File: src/rtl/dp_alu_pkg.sv
package dp_alu_pkg;

    localparam int DATA_W = 32;
    localparam int IMM_W  = 8;
    localparam int ROT_W  = 4;

    typedef enum logic [3:0] {
        OP_AND = 4'd0,  OP_XOR = 4'd1,  OP_SUB = 4'd2,  OP_RSB = 4'd3,
        OP_ADD = 4'd4,  OP_ADC = 4'd5,  OP_SBC = 4'd6,  OP_RSC = 4'd7,
        OP_TST = 4'd8,  OP_TEQ = 4'd9,  OP_CMP = 4'd10, OP_CMN = 4'd11,
        OP_ORR = 4'd12, OP_MOV = 4'd13, OP_BIC = 4'd14, OP_MVN = 4'd15
    } alu_op_e;

    typedef struct packed {
        logic n;
        logic z;
        logic c;
        logic v;
    } alu_flags_t;

    function automatic logic op_is_compare(alu_op_e op);
        return (op == OP_TST) || (op == OP_TEQ) || (op == OP_CMP) || (op == OP_CMN);
    endfunction

    function automatic logic op_is_logic(alu_op_e op);
        case (op)
            OP_AND, OP_XOR, OP_TST, OP_TEQ,
            OP_ORR, OP_MOV, OP_BIC, OP_MVN: return 1'b1;
            default:                        return 1'b0;
        endcase
    endfunction

endpackage

File: src/rtl/dp_operand_sel.sv
module dp_operand_sel
    import dp_alu_pkg::*;
#(
    parameter int W     = DATA_W,
    parameter int IW    = IMM_W,
    parameter int RW    = ROT_W
) (
    input  logic [W-1:0]  reg_opnd,
    input  logic          use_imm,
    input  logic [IW-1:0] imm,
    input  logic [RW-1:0] rot,
    output logic [W-1:0]  opnd_b
);
    localparam int AMT_W = RW + 1;

    logic [W-1:0]   imm_ext;
    logic [AMT_W-1:0] amount;
    logic [2*W-1:0] doubled;

    always_comb begin
        imm_ext = W'(imm);
        amount  = {rot, 1'b0};
        // rotating right equals shifting a doubled copy and keeping the low half
        doubled = {imm_ext, imm_ext} >> amount;
        opnd_b  = use_imm ? doubled[W-1:0] : reg_opnd;
    end
endmodule

File: src/rtl/dp_arith_core.sv
module dp_arith_core
    import dp_alu_pkg::*;
#(
    parameter int W = DATA_W
) (
    input  alu_op_e     op,
    input  logic [W-1:0] a,
    input  logic [W-1:0] b,
    input  logic        carry_in,
    input  logic        shift_carry,
    input  logic        v_prev,
    output logic [W-1:0] value,
    output alu_flags_t  flags,
    output logic        writes
);
    logic [W-1:0] add_x, add_y;
    logic         add_cin;
    logic [W:0]   sum;
    logic         arith;

    // one adder serves every arithmetic code: swap and invert inputs instead
    always_comb begin
        add_x   = a;
        add_y   = b;
        add_cin = 1'b0;
        case (op)
            OP_ADD, OP_CMN: begin add_x = a; add_y = b;  add_cin = 1'b0;     end
            OP_ADC:         begin add_x = a; add_y = b;  add_cin = carry_in; end
            OP_SUB, OP_CMP: begin add_x = a; add_y = ~b; add_cin = 1'b1;     end
            OP_SBC:         begin add_x = a; add_y = ~b; add_cin = carry_in; end
            OP_RSB:         begin add_x = b; add_y = ~a; add_cin = 1'b1;     end
            OP_RSC:         begin add_x = b; add_y = ~a; add_cin = carry_in; end
            default:        begin add_x = a; add_y = b;  add_cin = 1'b0;     end
        endcase
        sum = {1'b0, add_x} + {1'b0, add_y} + {{W{1'b0}}, add_cin};
    end

    always_comb begin
        arith = !op_is_logic(op);
        case (op)
            OP_AND, OP_TST: value = a & b;
            OP_XOR, OP_TEQ: value = a ^ b;
            OP_ORR:         value = a | b;
            OP_MOV:         value = b;
            OP_BIC:         value = a & ~b;
            OP_MVN:         value = ~b;
            default:        value = sum[W-1:0];
        endcase
        flags.n = value[W-1];
        flags.z = (value == '0);
        if (arith) begin
            flags.c = sum[W];
            flags.v = (add_x[W-1] == add_y[W-1]) && (sum[W-1] != add_x[W-1]);
        end else begin
            flags.c = shift_carry;
            flags.v = v_prev;
        end
        writes = !op_is_compare(op);
    end
endmodule

File: src/rtl/dp_alu.sv
module dp_alu
    import dp_alu_pkg::*;
#(
    parameter int W  = DATA_W,
    parameter int IW = IMM_W,
    parameter int RW = ROT_W
) (
    input  logic          clk,
    input  logic          rst,
    input  logic          in_valid,
    input  logic [3:0]    opcode,
    input  logic [W-1:0]  src_a,
    input  logic [W-1:0]  src_b,
    input  logic          imm_sel,
    input  logic [IW-1:0] imm_val,
    input  logic [RW-1:0] imm_rot,
    input  logic          carry_in,
    input  logic          shift_carry,
    output logic          out_valid,
    output logic [W-1:0]  result,
    output logic          wr_en,
    output logic          flag_n,
    output logic          flag_z,
    output logic          flag_c,
    output logic          flag_v
);
    alu_op_e    op;
    logic [W-1:0] opnd_b;
    logic [W-1:0] next_value;
    alu_flags_t next_flags;
    logic       next_writes;

    alu_flags_t flags_q;
    logic [W-1:0] result_q;
    logic       valid_q;
    logic       wr_q;

    assign op = alu_op_e'(opcode);

    dp_operand_sel #(.W(W), .IW(IW), .RW(RW)) opsel_i (
        .reg_opnd (src_b),
        .use_imm  (imm_sel),
        .imm      (imm_val),
        .rot      (imm_rot),
        .opnd_b   (opnd_b)
    );

    dp_arith_core #(.W(W)) core_i (
        .op          (op),
        .a           (src_a),
        .b           (opnd_b),
        .carry_in    (carry_in),
        .shift_carry (shift_carry),
        .v_prev      (flags_q.v),
        .value       (next_value),
        .flags       (next_flags),
        .writes      (next_writes)
    );

    always_ff @(posedge clk) begin
        if (rst) begin
            flags_q  <= '0;
            result_q <= '0;
            valid_q  <= 1'b0;
            wr_q     <= 1'b0;
        end else begin
            valid_q <= in_valid;
            wr_q    <= in_valid && next_writes;
            if (in_valid) begin
                flags_q  <= next_flags;
                result_q <= next_value;
            end
        end
    end

    assign out_valid = valid_q;
    assign result    = result_q;
    assign wr_en     = wr_q;
    assign flag_n    = flags_q.n;
    assign flag_z    = flags_q.z;
    assign flag_c    = flags_q.c;
    assign flag_v    = flags_q.v;

    AST_VALID_NEXT: assert property (@(posedge clk) disable iff (rst)
        in_valid |=> out_valid);
    AST_IDLE_NO_WRITE: assert property (@(posedge clk) disable iff (rst)
        !out_valid |-> !wr_en);
    AST_CMP_NO_WRITE: assert property (@(posedge clk) disable iff (rst)
        (in_valid && opcode[3:2] == 2'b10) |=> !wr_en);
    AST_LOGIC_V_HOLD: assert property (@(posedge clk) disable iff (rst)
        (in_valid && op_is_logic(op)) |=> $stable(flag_v));
    AST_IDLE_HOLD: assert property (@(posedge clk) disable iff (rst)
        !in_valid |=> ($stable(result) && $stable(flags_q) && !out_valid));
    AST_ZERO_FLAG: assert property (@(posedge clk) disable iff (rst)
        out_valid |-> (flag_z == (result == '0) && flag_n == result[W-1]));
endmodule

File: config.mk
export PLATFORM = sky130hd
export DESIGN_NAME = dp_alu
export DESIGN_NICKNAME = d
export VERILOG_FILES = /design/src/rtl/dp_alu_pkg.sv /design/src/rtl/dp_operand_sel.sv /design/src/rtl/dp_arith_core.sv /design/src/rtl/dp_alu.sv
export SDC_FILE = /design/constraint.sdc
export NUM_CORES = 1
export LEC_CHECK = 0
export BUFFER_PORTS_ARGS = -buffer_cell sky130_fd_sc_hd__buf_2
export CAP_MARGIN = 20
export CORE_MARGIN = 2
export CORE_UTILIZATION = 42
export CTS_CLUSTER_DIAMETER = 150
export DETAILED_ROUTE_END_ITERATION = 12
export GPL_TIMING_DRIVEN = 1
export PLACE_DENSITY = 0.75
export SYNTH_ARGS = -nofsm -noshare
export SYNTH_HDL_FRONTEND = slang
export SYNTH_SLANG_ARGS = --single-unit
File: constraint.sdc
create_clock -name clk -period 5.7 [get_ports clk]
set_clock_uncertainty 0.2 [all_clocks]
set_input_delay 0.57 -clock clk [delete_from_list [all_inputs] [get_ports clk]]
set_output_delay 0.57 -clock clk [all_outputs]
set_load 0.03 [all_outputs]
Word-level counts from Yosys, hierarchy flattened. Memories as Yosys holds them, arrays and structs flattened. Cells that the tools add are included.

Muxes and demuxes: 6. Reduce and logical (&&, ||, !) cells: 15. Shift-type cells: 1. Add/subtract/negate cells: 2. Bitwise operators: 7. Equal/unequal tests: 16.

Operator list (number): $pmux W32 S6 (1); $and A32 B32 Y32 (2); $mux W32 (2); $not A32 Y32 (2); $pmux W32 S2 (1); $shr A40 B5 Y32 (1); $add A32 B32 Y33 (1); $add A33 B1 Y33 (1); $eq A4 B4 Y1 const B (8); $logic_not A32 Y1 (1); $or A32 B32 Y32 (1); $xor A32 B32 Y32 (1); $eq A4 B3 Y1 const B (3); $reduce_or A3 Y1 (3); $eq A4 B2 Y1 const B (2); $reduce_or A2 Y1 (3); $eq A4 B1 Y1 const B (1); $logic_not A4 Y1 (1); $logic_or A1 B1 Y1 (3); $logic_and A1 B1 Y1 (2); $mux W2 (1); $pmux W1 S2 (1); $reduce_and A2 Y1 (1); $eq A1 B1 Y1 (1); 3 further kinds (3).

Flip-flop bits (word level): 38. Output and inout port bits: 38. Memories kept: 1. Logic and storage cells: 55. Input bits: 86. ROM bits: 16.

Memories: (name not given) (depth 16, width 1, read ports 1, clocked after Yosys merged registers in 0, wr ports 0, RTL line dp_alu_pkg.sv:26) `case (op)`.

Longest topological paths before layout. Gate-level depths: netlist of run 1.

Word-level depth: 9. Gate-level depth with buffers: 22. Gate-level depth less buffers: 18.

By module. From an unflattened synthesis of run 1, not the netlist that was laid out.

Cell total of the unflattened synthesis: 1133. Area, all modules: 7643.6 um2.

By module, submodules not included: dp_arith_core (sequential area each 0.0 um2, cells each 891, instances 1, area an instance 5391.4 um2); dp_alu (sequential area each 760.7 um2, cells each 120, instances 1, area an instance 1361.3 um2); dp_operand_sel (sequential area each 0.0 um2, cells each 122, instances 1, area an instance 890.9 um2).

Worst setup path after synthesis of run 1. No wires, ideal clock.

Kind: input to register. Start: input opcode[1]. End: register flags_q (netlist bit flag_z). Buffers on the path: 4. Data required time: 5.439 ns. Setup slack: 0.214 ns. Arrival: 5.225 ns. Library setup time: 0.061 ns. Stages on the path: 21. Cells stage by stage: clkbuf_1 > clkbuf_1 > inv_1 > clkbuf_1 > nor3_1 > nor2_1 > clkbuf_1 > nor2_1 > o22ai_1 > fa_1 > fa_1 > a21o_1 > nand4_1 > a21oi_1 > or3_1 > a21o_1 > a2111oi_2 > and4b_1 > nand4_1 > nor3_2 > a32o_1.

Word-level cells in the longest chain between the ends: 7. Elaborated cells on any way between the ends: 27. Classes of those cells: 2 x add/sub; 13 x eq/ne; 4 x mux; 8 x reduce/logical.

RTL lines: from (decl) (RTL line dp_alu.sv:11) `input logic [3:0] opcode,`; $eq A4 B2 Y1 (tied with other cells) (RTL line dp_arith_core.sv:26) `case (op)`; $reduce_or A3 Y1 (no source line) or $reduce_or A2 Y1 (tied branches); $pmux W32 S2 or $mux W32 (tied branches) (RTL line dp_arith_core.sv:26); $add A32 B32 Y33 (RTL line dp_arith_core.sv:35) `sum = {1'b0, add_x} + {1'b0, add_y} + {{W{1'b0}}, add_cin};`; $add A33 B1 Y33 (RTL line dp_arith_core.sv:35); $pmux W32 S6 (*) (RTL line dp_arith_core.sv:40) `case (op)`; $logic_not A32 Y1 (*) (RTL line dp_arith_core.sv:50) `flags.z = (value == '0);`; to (signal assigned) (RTL line dp_alu.sv:70) `flags_q <= next_flags;`; to (decl) (RTL line dp_alu.sv:33) `alu_flags_t flags_q;`.

Mark *: on every way between the ends. The rest lies on a longest branch, timed or not. A chain may end at the register's enable or synchronous reset.

Final worst setup path of run 1.
Start: input imm_rot[0]. End: register flags_q (netlist bit flag_z).

Word-level cells in the longest chain between the ends: 8. Elaborated cells on any way between the ends: 13. Classes of those cells: 2 x add/sub; 1 x shift; 4 x mux; 5 x bitwise; 1 x reduce/logical.

RTL lines: from (decl) (RTL line dp_alu.sv:16) `input logic [RW-1:0] imm_rot,`; $shr A40 B5 Y32 (*) (RTL line dp_operand_sel.sv:24) `doubled = {imm_ext, imm_ext} >> amount;`; $mux W32 (*) (RTL line dp_operand_sel.sv:25) `opnd_b = use_imm ? doubled[W-1:0] : reg_opnd;`; $not A32 Y32; $pmux W32 S2 (RTL line dp_arith_core.sv:26); $add A32 B32 Y33 (RTL line dp_arith_core.sv:35); $add A33 B1 Y33 (RTL line dp_arith_core.sv:35); $pmux W32 S6 (*) (RTL line dp_arith_core.sv:40); $logic_not A32 Y1 (*) (RTL line dp_arith_core.sv:50).

Marked as above.

==> impl_metrics.yaml, run 1 <==
power:
  combPwrFrac_pct: 63.5
  p_leak_nw: 3.84
  p_switching_w: 0.000802
  p_per_area_mw_per_mm2: 196
  power.internal_w: 0.000890
  finalPower_w: 0.00169
  seqPwrFrac_pct: 17.8
  switching_share_pct: 47.4
  vdd_drop_max_uv: 163
  p_clk_share_pct: 18.7
route:
  drt-vias-per-instance: 6.53
  ant_nets: 0
  first_pass_iters: 5
  wl_per_cell_um: 20.9
  vias: 9209
  routed_wirelength_um: 29500
  remaining_drc_errors: 0
  first_iter_violations: 940
layout:
  finalCoreUtilization_pct: 48.2
  syn_to_final_growth_pct: 13.1
  post_route_cells_drive_above_1_share_pct: 17.8
  final_cell_area_mm2: 0.00862
  layout.nets: 1330
sta:
  post-route-min-period_ns: 5.37
  slew_violations: 0
  finalSetupViolCount: 0
  max_freq_mhz: 186
  final_hold_viol_count: 0
  min_period_over_period_pct: 94.3
  rsz0062_at_grt: "false"
  finalSetupTns_ns: 0
  slew_headroom_pct: 23.3
  fin_ws_ns: 0.326
  worst_slew_pin_slew_ns: 1.12
logic_synthesis:
  yosys.cell_types.count: 94
  syn_inst: 1101
  yosysSeqAreaShare_pct: 9.72
  ys.flop_type: "dfxtp_1"
  synth_nets: 1252
  ys_seq_elements: 37
  ys_async_sr_fraction_pct: 0
  synth_top_cell_by_area: "ha_1"
  syn_area_mm2: 0.00762
  synthTopCellsByArea: "ha_1 10%, dfxtp_1 9.7%, mux2i_1 8.1%, o21ai_0 7.5%, nand2_1 5.6%"
  yosys_warnings: 0
  syn_area_per_cell_um2: 6.92
  synth_enable_flop_cells: 0
  synth_top_area_share_pct: 10.3
placed_design:
  placedInstanceArea_mm2: 0.00845
  gp_congestion: 0.970
  pre_cts_ws_ns: 0.207
  portBuffers: 123
  dpl.hpwl_um: 22800
setup_path:
  worstSetupStartpointType: "primary input"
  required_ns: 5.72
  path_buf_inv: 2
  path_cells: "buf_2 > mux2i_1 > mux2i_1 > a31oi_1 > or2_2 > mux2i_1 > o21ai_0 > ha_1 > and3_1 > and3_1 > a221oi_2 > buf_4 > o31ai_1 > a2111oi_0 > and4b_1 > nand4_1 > nor3_2 > a32o_1"
  cpLargestDelayFamily: "compound AO/OA/AOI/OAI gates"
  path_class: "primary input to flip-flop"
  end_kind: "flip-flop"
  critPathArrivalTime_ns: 5.39
  cpMostUsedCell: "mux2i_1"
  crit_slowest_cell: "a2111oi_0"
  critPathMaxFanout: 17
  cp_slowest_stage_delay_ns: 0.64
cts:
  post_cts_buffers: 0
  cts_max_level: 2
  numCtsBuffers: 5
  tritoncts: "yes"
  clock_path_buffers: 2
  path_clk_slew_ns: 0.06
  insertion_delay_ns: 0.28
  ctsHoldBuffers: 0
  clkSinkCount: 37
  post_cts_resize_count: 0
  cts_root_buffer: "clkbuf_16"
global_route:
  grtUsageTotal_pct: 29.1
  grt_remaining_overflow: 0
  grt_pass1_wl_um: 45600
  grt_pass1_vias: 8557
  grt_max_degree: 93
  antenna_found_initial: 1
status:
  status: "finished, final reports clean"
floorplanning:
  pin_count: 124
  initial_utilization_pct: 42.6
  rows: 49
  die_area_mm2: 0.0192
  chipHeight_um: 139
  die_w_um: 139
  fp.coreArea_mm2: 0.0179
flow_run:
  drv_cap: 0
hold_path:
  min_path_type: "flip-flop to flip-flop"
[Yosys cell counts (all sizes together), types with 10 or more instances]
cell type / n
nand2b: 16
o211ai: 13
a211oi: 33
nor3: 30
clkbuf: 64
o21a: 10
inv: 58
o21ai: 119
nand2: 114
a21o: 17
nand4: 20
nor2: 87
xnor2: 17
buf: 24
o31ai: 11
mux2i: 64
o22ai: 23
ha: 63
a21oi: 80
nand3: 20
dfxtp: 37
[final timing paths]
| check | end | cells after the start | slack (ns) | startpoint |
|---|---|---|---|---|
| max | flag_z | 18 | 0.33 | imm_rot[0] |
| max reg2reg | result[11] | 3 | 4.68 | result[11] |
| min | result[2] | 2 | 0.26 | result[2] |
| min reg2reg | result[2] | 2 | 0.26 | result[2] |
[state kept, by name (all words and copies together) (netlist names)]
signal,count
flag_c,1
flag_n,1
flag_v,1
flag_z,1
out_valid,1
result,31
wr_en,1
[cell usage in the layout, fill, tap and decap left out, drive strengths merged, types with 6 or more instances in the layout]
| cell type | count |
|---|---|
| a2111oi | 9 |
| dfxtp | 37 |
| a21oi | 80 |
| a21o | 17 |
| nand3 | 20 |
| o221ai | 8 |
| nor2 | 87 |
| buf | 159 |
| nor3 | 30 |
| ha | 63 |
| nor4 | 6 |
| o221a | 6 |
| a221oi | 9 |
| or2 | 6 |
| nand2 | 114 |
| nand4 | 20 |
| nor2b | 9 |
| o21a | 10 |
| o21ai | 119 |
| inv | 58 |
| xnor2 | 17 |
| mux2 | 6 |
| o31ai | 11 |
| mux2i | 64 |
| o22ai | 23 |
| and4 | 6 |
| a211o | 9 |
| a211oi | 33 |
| a31oi | 6 |
| a22oi | 8 |
| nand2b | 16 |
| and3 | 7 |
| o211ai | 13 |
| a221o | 7 |
[power groups by stage]
stage	combinational [W]	clock (W)	sequential, W
6_report	0.00107	0.000317	0.000301
3_5_place_dp	0.00105	0	0.000306
5_1_grt	0.00116	0.000334	0.000304
2_1_floorplan	0.000686	0	0.000359
3_3_place_gp	0.00104	0	0.000306
4_1_cts	0.00105	0.000318	0.000301
[metrics by stage]
stage          instances  hold WS (ns)
2_1_floorplan       1101         0.384
4_1_cts             1409         0.261
5_1_grt             1410         0.286
3_3_place_gp        1401         0.249
6_report            1410         0.259
3_5_place_dp        1401         0.253
[tightest hold or removal path: cells and delay by family, from the launching register on]
kind,cells,cell delay (ns)
flops,1,0.31
simple gates,1,0.05
compound gates,1,0.05
[kinds of logic (layout without fill, tap and decap cells)]
family                     after synthesis  in the layout  share of synthesized area (%)
adders and majority gates               65             65                           10.9
xor gates and xnor gates                22             22                           2.53
and+or+nand+nor                        350            350                           22.5
buffers and inverters                  147            226                           7.94
DFF                                     37             37                           9.72
AOI/OAI and AO/OA                      409            409                           36.6
muxes                                   71             71                           9.78
other                                    0              1                              0
[metal layers]
| layer | vias up | GRT usage [%] | wire, um |
|---|---|---|---|
| met5 | - | 0 | 0 |
| met4 | 0 | 16.6 | 2020 |
| met3 | 121 | 4.11 | 2370 |
| met2 | 498 | 47.7 | 13300 |
| met1 | 4289 | 36.7 | 11800 |
| li1 | 4301 | - | - |
[layout make-up]
class	instances	area [um^2]
well taps	229	287
clock buffers	5	125
flip-flops and latches	37	741
repair buffers	159	898
inverters	59	221
diodes	1	2.50
clock inverters	3	46.3
multi-input cells	917	6300
fillers	1829	9280
(Power assumes the default switching activity.)
==> run 2: changes to the inputs <==
--- a/config.mk
+++ b/config.mk
@@ -12,7 +12,8 @@
 export CTS_CLUSTER_DIAMETER = 150
 export DETAILED_ROUTE_END_ITERATION = 12
 export GPL_TIMING_DRIVEN = 1
-export PLACE_DENSITY = 0.75
+export PLACE_DENSITY = 0.72
 export SYNTH_ARGS = -nofsm -noshare
 export SYNTH_HDL_FRONTEND = slang
+export SYNTH_HIERARCHICAL = 1
 export SYNTH_SLANG_ARGS = --single-unit
==> constraint.sdc (replaced) <==
create_clock -name clk -period 6.3 [get_ports clk]
set_clock_uncertainty 0.2 [all_clocks]
set_input_delay 0.63 -clock clk [delete_from_list [all_inputs] [get_ports clk]]
set_output_delay 0.63 -clock clk [all_outputs]
set_load 0.03 [all_outputs]
==> run 2 against run 1 <==
Effect of this change: combinational power down 11%; non-clock buffer count up 26; via count down 3.1%; power down 13%; critical path depth up 2; largest cell class unchanged; highest routed layer unchanged.
==> impl_metrics.yaml, run 2 <==
sta:
  final_hold_viol_count: 0
  worst_slew_pin_slew_ns: 1.06
  min_period_over_period_pct: 95.8
  slew_violations: 0
  max_freq_mhz: 166
  finalSetupTns_ns: 0
  finalSetupViolCount: 0
  slew_headroom_pct: 29.4
  hold_slack_ns: 0.284
  post-route-min-period_ns: 6.04
layout:
  final_common_cell: "nor2_1"
  largest_reg_flops: 32
  fillers: 1882
  layout.nets: 1394
  post_route_cells_drive_above_1_share_pct: 18.4
  mostFrequentLayoutCells: "129 x nor2_1, 123 x buf_2, 106 x o21ai_0"
  syn_to_final_growth_pct: 15.0
setup_path:
  path_buf_inv: 3
  worstSetupStartpointType: "primary input"
  cp_slowest_stage_delay_ns: 0.54
  critPathMaxFanout: 4
  r2r_cells: 4
  path_cells: "buf_2 > mux2_2 > a221o_1 > inv_2 > o21ai_1 > fa_2 > fa_2 > a21o_1 > a221oi_4 > xnor2_1 > a22oi_1 > or4_1 > or4b_4 > nor4_4 > buf_4 > or4b_1 > or4_1 > nor4_2 > mux2i_1 > nor2_1"
  cp.depth: 20
  critPathArrivalTime_ns: 6.05
  crit_slowest_cell: "or4_1"
  required_ns: 6.31
  path_class: "primary input to flip-flop"
  end_kind: "flip-flop"
  cpLargestDelayFamily: "simple AND/OR/NAND/NOR gates"
route:
  wl_per_cell_um: 18.3
  drt-vias-per-instance: 6.05
  first_pass_iters: 6
  first_iter_violations: 874
  remaining_drc_errors: 0
  vias: 8922
  routed_wirelength_um: 27000
  ant_nets: 0
logic_synthesis:
  synthTopCellsByArea: "ha_1 10%, dfxtp_1 10%, mux2i_1 7.6%, o21ai_0 7.2%, nor2_1 6.4%"
  synth_top_area_share_pct: 10.3
  syn_area_mm2: 0.00764
  synth_nets: 1284
  syn_area_per_cell_um2: 6.75
  ys_async_sr_fraction_pct: 0
  synth_enable_flop_cells: 0
  yosys.cell_types.count: 82
  syn_inst: 1133
  synth_top_cell_by_area: "ha_1"
  synth.most_common_cell: "nor2_1"
  yosysSeqAreaShare_pct: 9.95
  ys.flop_type: "dfxtp_1"
  ys_seq_elements: 38
  post_synth_most_frequent_cells: "130 x nor2_1, 110 x o21ai_0, 101 x nand2_1, 93 x a21oi_1, 78 x inv_1"
  yosys_warnings: 6
cts:
  cts_root_buffer: "clkbuf_16"
  insertion_delay_ns: 0.28
  clock_path_buffers: 2
  path_clk_slew_ns: 0.06
  clkSinkCount: 38
  cts_max_level: 2
  numCtsBuffers: 5
  tritoncts: "yes"
hold_path:
  min_path_type: "flip-flop to flip-flop"
  holdPathStages: 2
global_route:
  grt_remaining_overflow: 0
  antenna_found_initial: 2
  grtUsageTotal_pct: 27.0
  grt_max_degree: 58
  grt_pass1_wl_um: 42700
  grt_pass1_vias: 8332
status:
  status: "finished, final reports clean"
power:
  p_leak_nw: 4.10
  finalPower_w: 0.00148
  vdd_drop_max_uv: 144
  p_per_area_mw_per_mm2: 168
floorplanning:
  die_area_mm2: 0.0193
  pin_count: 124
  rows: 49
  die_w_um: 139
  chipHeight_um: 139
  fp.coreArea_mm2: 0.0179
  initial_utilization_pct: 42.7
placed_design:
  gp_congestion: 0.976
  portBuffers: 123
  dpl.hpwl_um: 21000
flow_run:
  drv_cap: 0
==> run 2: cell types whose count changed in the layout (fill, tap and decap cells not counted), moves of 12 or more <==
cell      delta
a21oi_1     +14
a221o_1     +22
nand2_1     -12
inv_1       +21
o22ai_1     -12
a211oi_1    -24
nor2_1      +43
nor2b_1     +33
buf_4       +27
xor2_1      +18
==> run 2: per-stage QoR <==
step | worst slack (ns) | instance area, um^2 | utilization [%] | instances
after floorplan | 0.00540 | 7700 | - | 1133
after global placement | -0.0697 | 8600 | 48.1 | 1464
after detailed placement | -0.130 | 8600 | 48.1 | 1464
after CTS | 0.156 | 8740 | 48.8 | 1471
after global routing | -0.00993 | 8790 | 49.1 | 1474
final | 0.263 | 8790 | 49.1 | 1474
==> run 2: final timing paths <==
kind	from	slack [ns]	end
setup reg to reg	flag_v	5.32	flag_v
setup / recovery	imm_rot[0]	0.26	flag_z
hold / removal	flag_c	0.28	flag_c
hold reg to reg	flag_c	0.28	flag_c
==> run 2: worst min-delay path: stages, from the launching register on <==
cell	delay [ns]
dfxtp_1	0.32
mux2i_1	0.06
nor2_1	0.07
==> run 2: logic make-up after synthesis <==
kind of cell             Yosys count  share of synthesized area [%]
adder cells (fa/ha/maj)           65                           10.8
XOR/XNOR                          38                           4.35
AO/OA/AOI/OAI                    371                           31.9
buffers and inverters            162                           9.61
multiplexers                      65                           8.77
flip-flops                        38                           9.95
AND/OR/NAND/NOR                  394                           24.6
==> run 2: where the power goes <==
part	total, W	switching [W]	internal (W)
registers	0.000280	0.0000126	0.000268
logic	0.000957	0.000588	0.000368
clock network	0.000238	0.0000939	0.000144
total	0.00148	0.000695	0.000780
==> run 2: what timing repair did <==
action | 4_1_cts | 5_1_grt
setup endpoints to repair | 0 | 1
buffers inserted | 0 | 1
hold buffers | 0 | 0
endpoints found under the hold margin | 0 | 0
gates resized for setup | 0 | 18
==> run 2: layout make-up <==
type | instances | area, um^2 | share of cell area (%)
multi-input combinational | 933 | 6220 | 70.7
timing repair buffer | 185 | 1080 | 12.3
sequential | 38 | 761 | 8.65
inverter | 80 | 300 | 3.42
tap | 229 | 287 | 3.26
clock buffer | 5 | 125 | 1.42
clock inverter | 2 | 15.0 | 0.171
antenna | 2 | 5.00 | 0.0569
==> run 2: layer usage <==
layer  track usage, %  share of wire (%)
met1             34.2                 41
met3             3.80                7.4
met5                0                  0
met2             45.0                 46
met4             13.3                5.5
==> run 3: changes to the inputs <==
--- a/config.mk
+++ b/config.mk
@@ -8,11 +8,11 @@
 export BUFFER_PORTS_ARGS = -buffer_cell sky130_fd_sc_hd__buf_2
 export CAP_MARGIN = 20
 export CORE_MARGIN = 2
-export CORE_UTILIZATION = 42
+export CORE_UTILIZATION = 60
 export CTS_CLUSTER_DIAMETER = 150
 export DETAILED_ROUTE_END_ITERATION = 12
-export GPL_TIMING_DRIVEN = 1
-export PLACE_DENSITY = 0.72
+export GPL_TIMING_DRIVEN = 0
+export PLACE_DENSITY = 0.84
 export SYNTH_ARGS = -nofsm -noshare
 export SYNTH_HDL_FRONTEND = slang
 export SYNTH_HIERARCHICAL = 1
==> run 3 against run 2 <==
Effect of this change: non-clock buffer count grew 15; clock power is 20% higher; setup slack got worse by 0.10 ns; hold slack improved by 0.0054 ns; largest power group unchanged; fmax shrank 1.6%; via count up 5.7%; global-route usage increased by 14 points; first-iteration DRC count grew 23%; combinational power up 2%; utilization rose by 21 points; highest routed layer unchanged; register-to-register slack improved by 0.02 ns; critical path depth rose by 1.
==> impl_metrics.yaml, run 3 (synthesis results as in run 2) <==
status:
  status: "finished, final reports clean"
setup_path:
  required_ns: 6.32
  critPathArrivalTime_ns: 6.16
  worstSetupStartpointType: "primary input"
  critPathMaxFanout: 6
  end_kind: "flip-flop"
  path_class: "primary input to flip-flop"
flow_run:
  drv_cap: 0
placed_design:
  placedInstanceArea_mm2: 0.00851
  portBuffers: 119
  gp_congestion: 1.04
  placed_cells: 1424
  dpl.hpwl_um: 22600
layout:
  final_common_cell: "nor2_1"
  final_cell_area_mm2: 0.00878
  largest_reg_flops: 32
  layout.nets: 1409
  final_cell_count_no_fill: 1432
  mostFrequentLayoutCells: "130 x nor2_1, 127 x buf_2, 108 x o21ai_0"
  post_route_cells_drive_above_1_share_pct: 15.8
  fillers: 1151
  syn_to_final_growth_pct: 14.9
route:
  route.met2.wl_um: 12500
  drt-vias-per-instance: 6.59
  wl_met1_um: 11300
  met3_length_um: 2650
  first_pass_iters: 6
  vias: 9433
  wl_per_cell_um: 19.9
  routed_wirelength_um: 28500
  first_iter_violations: 1071
  remaining_drc_errors: 0
  ant_nets: 0
  top_layer_used: "met4"
floorplanning:
  rows: 41
  fp.coreArea_mm2: 0.0125
  die_w_um: 117
  chipHeight_um: 117
  pin_count: 124
  initial_utilization_pct: 61.1
  die_area_mm2: 0.0137
sta:
  slew_violations: 0
  hold_slack_ns: 0.290
  min_period_over_period_pct: 97.4
  max_freq_mhz: 163
  worst_slew_pin_slew_ns: 1.14
  slew_headroom_pct: 24.1
  finalSetupViolCount: 0
  final_hold_viol_count: 0
  post-route-min-period_ns: 6.14
  finalSetupTns_ns: 0
cts:
  clkSinkCount: 38
  ctsHoldBuffers: 0
  tritoncts: "yes"
  numCtsBuffers: 5
  path_clk_slew_ns: 0.06
  cts_root_buffer: "clkbuf_16"
  cts_max_level: 2
  insertion_delay_ns: 0.28
  clock_path_buffers: 2
global_route:
  grt_max_degree: 38
  grt_pass1_vias: 8732
  grt_remaining_overflow: 0
  grtUsageTotal_pct: 41.3
  grt_pass1_wl_um: 44100
  antenna_found_initial: 1
power:
  vdd_drop_max_uv: 187
  p_per_area_mw_per_mm2: 176
  p_leak_nw: 4.06
hold_path:
  min_path_type: "flip-flop to flip-flop"
run 3: changes by cell type in the layout (fill, tap and decap cells not counted), sizes merged:
cell / delta
clkbuf: +51
bufinv: +1
diode: -1
buf: -35
clkinvlp: -1
run 3: layout make-up:
class	count	area, um^2	area share, %
well taps	172	215	2.45
clock buffers	6	129	1.47
repair buffers	126	654	7.45
diodes	1	2.50	0.0285
inverters	80	300	3.42
clock inverters	2	37.5	0.427
multi-input cells	933	6250	71.2
flip-flops and latches	38	761	8.66
plain buffers	74	434	4.94
run 3: through the flow:
stage	utilization, %	power [W]	worst slack [ns]
after floorplan	-	0.000955	0.00540
after global placement	68.0	0.00119	-1.12
after detailed placement	68.0	0.00121	-1.19
after CTS	69.5	0.00150	0.0257
after global routing	70.2	0.00164	-0.0113
final	70.2	0.00154	0.162
run 3: repair_timing:
item,4_1_cts,5_1_grt
gates resized for setup,15,17
setup buffers,3,4
endpoints found under the setup margin,1,1
pin swaps,3,12
run 3: path summary, 6_finish.rpt:
| path | startpoint | endpoint | slack [ns] | cells after the start |
|---|---|---|---|---|
| max | imm_rot[1] | flag_z | 0.16 | 21 |
| max reg2reg | flag_v | flag_v | 5.34 | 4 |
| min | result[11] | result[11] | 0.29 | 2 |
| min reg2reg | result[11] | result[11] | 0.29 | 2 |
run 3: layer usage:
metal | GRT usage (%) | vias up
met5 | 0 | -
li1 | - | 4358
met1 | 52.3 | 4355
met4 | 26.4 | 0
met3 | 6.85 | 136
met2 | 65.0 | 584
run 3: where the power goes:
part / total (W) / switching [W] / internal [W] / leakage, nW
sequential: 0.000282 / 0.0000140 / 0.000268 / 0.313
combinational: 0.000975 / 0.000614 / 0.000361 / 3.67
clock: 0.000286 / 0.0000996 / 0.000187 / 0.0771
total: 0.00154 / 0.000728 / 0.000816 / 4.06
run 3: critical path, cell delays in order:
cell and delay [ns]:
buf_2 0.15, nor2b_1 0.30, and2_2 0.31, a221o_1 0.26, inv_2 0.10, a21oi_1 0.19, o21ai_2 0.10, fa_2 0.38
fa_2 0.38, a21o_1 0.23, a221oi_4 0.29, xnor2_1 0.17, a22oi_2 0.09, or4_1 0.43, or4b_4 0.50, nor4_4 0.31
or4b_1 0.46, or4_4 0.44, nor4_4 0.20, mux2i_1 0.10, nor2_1 0.13
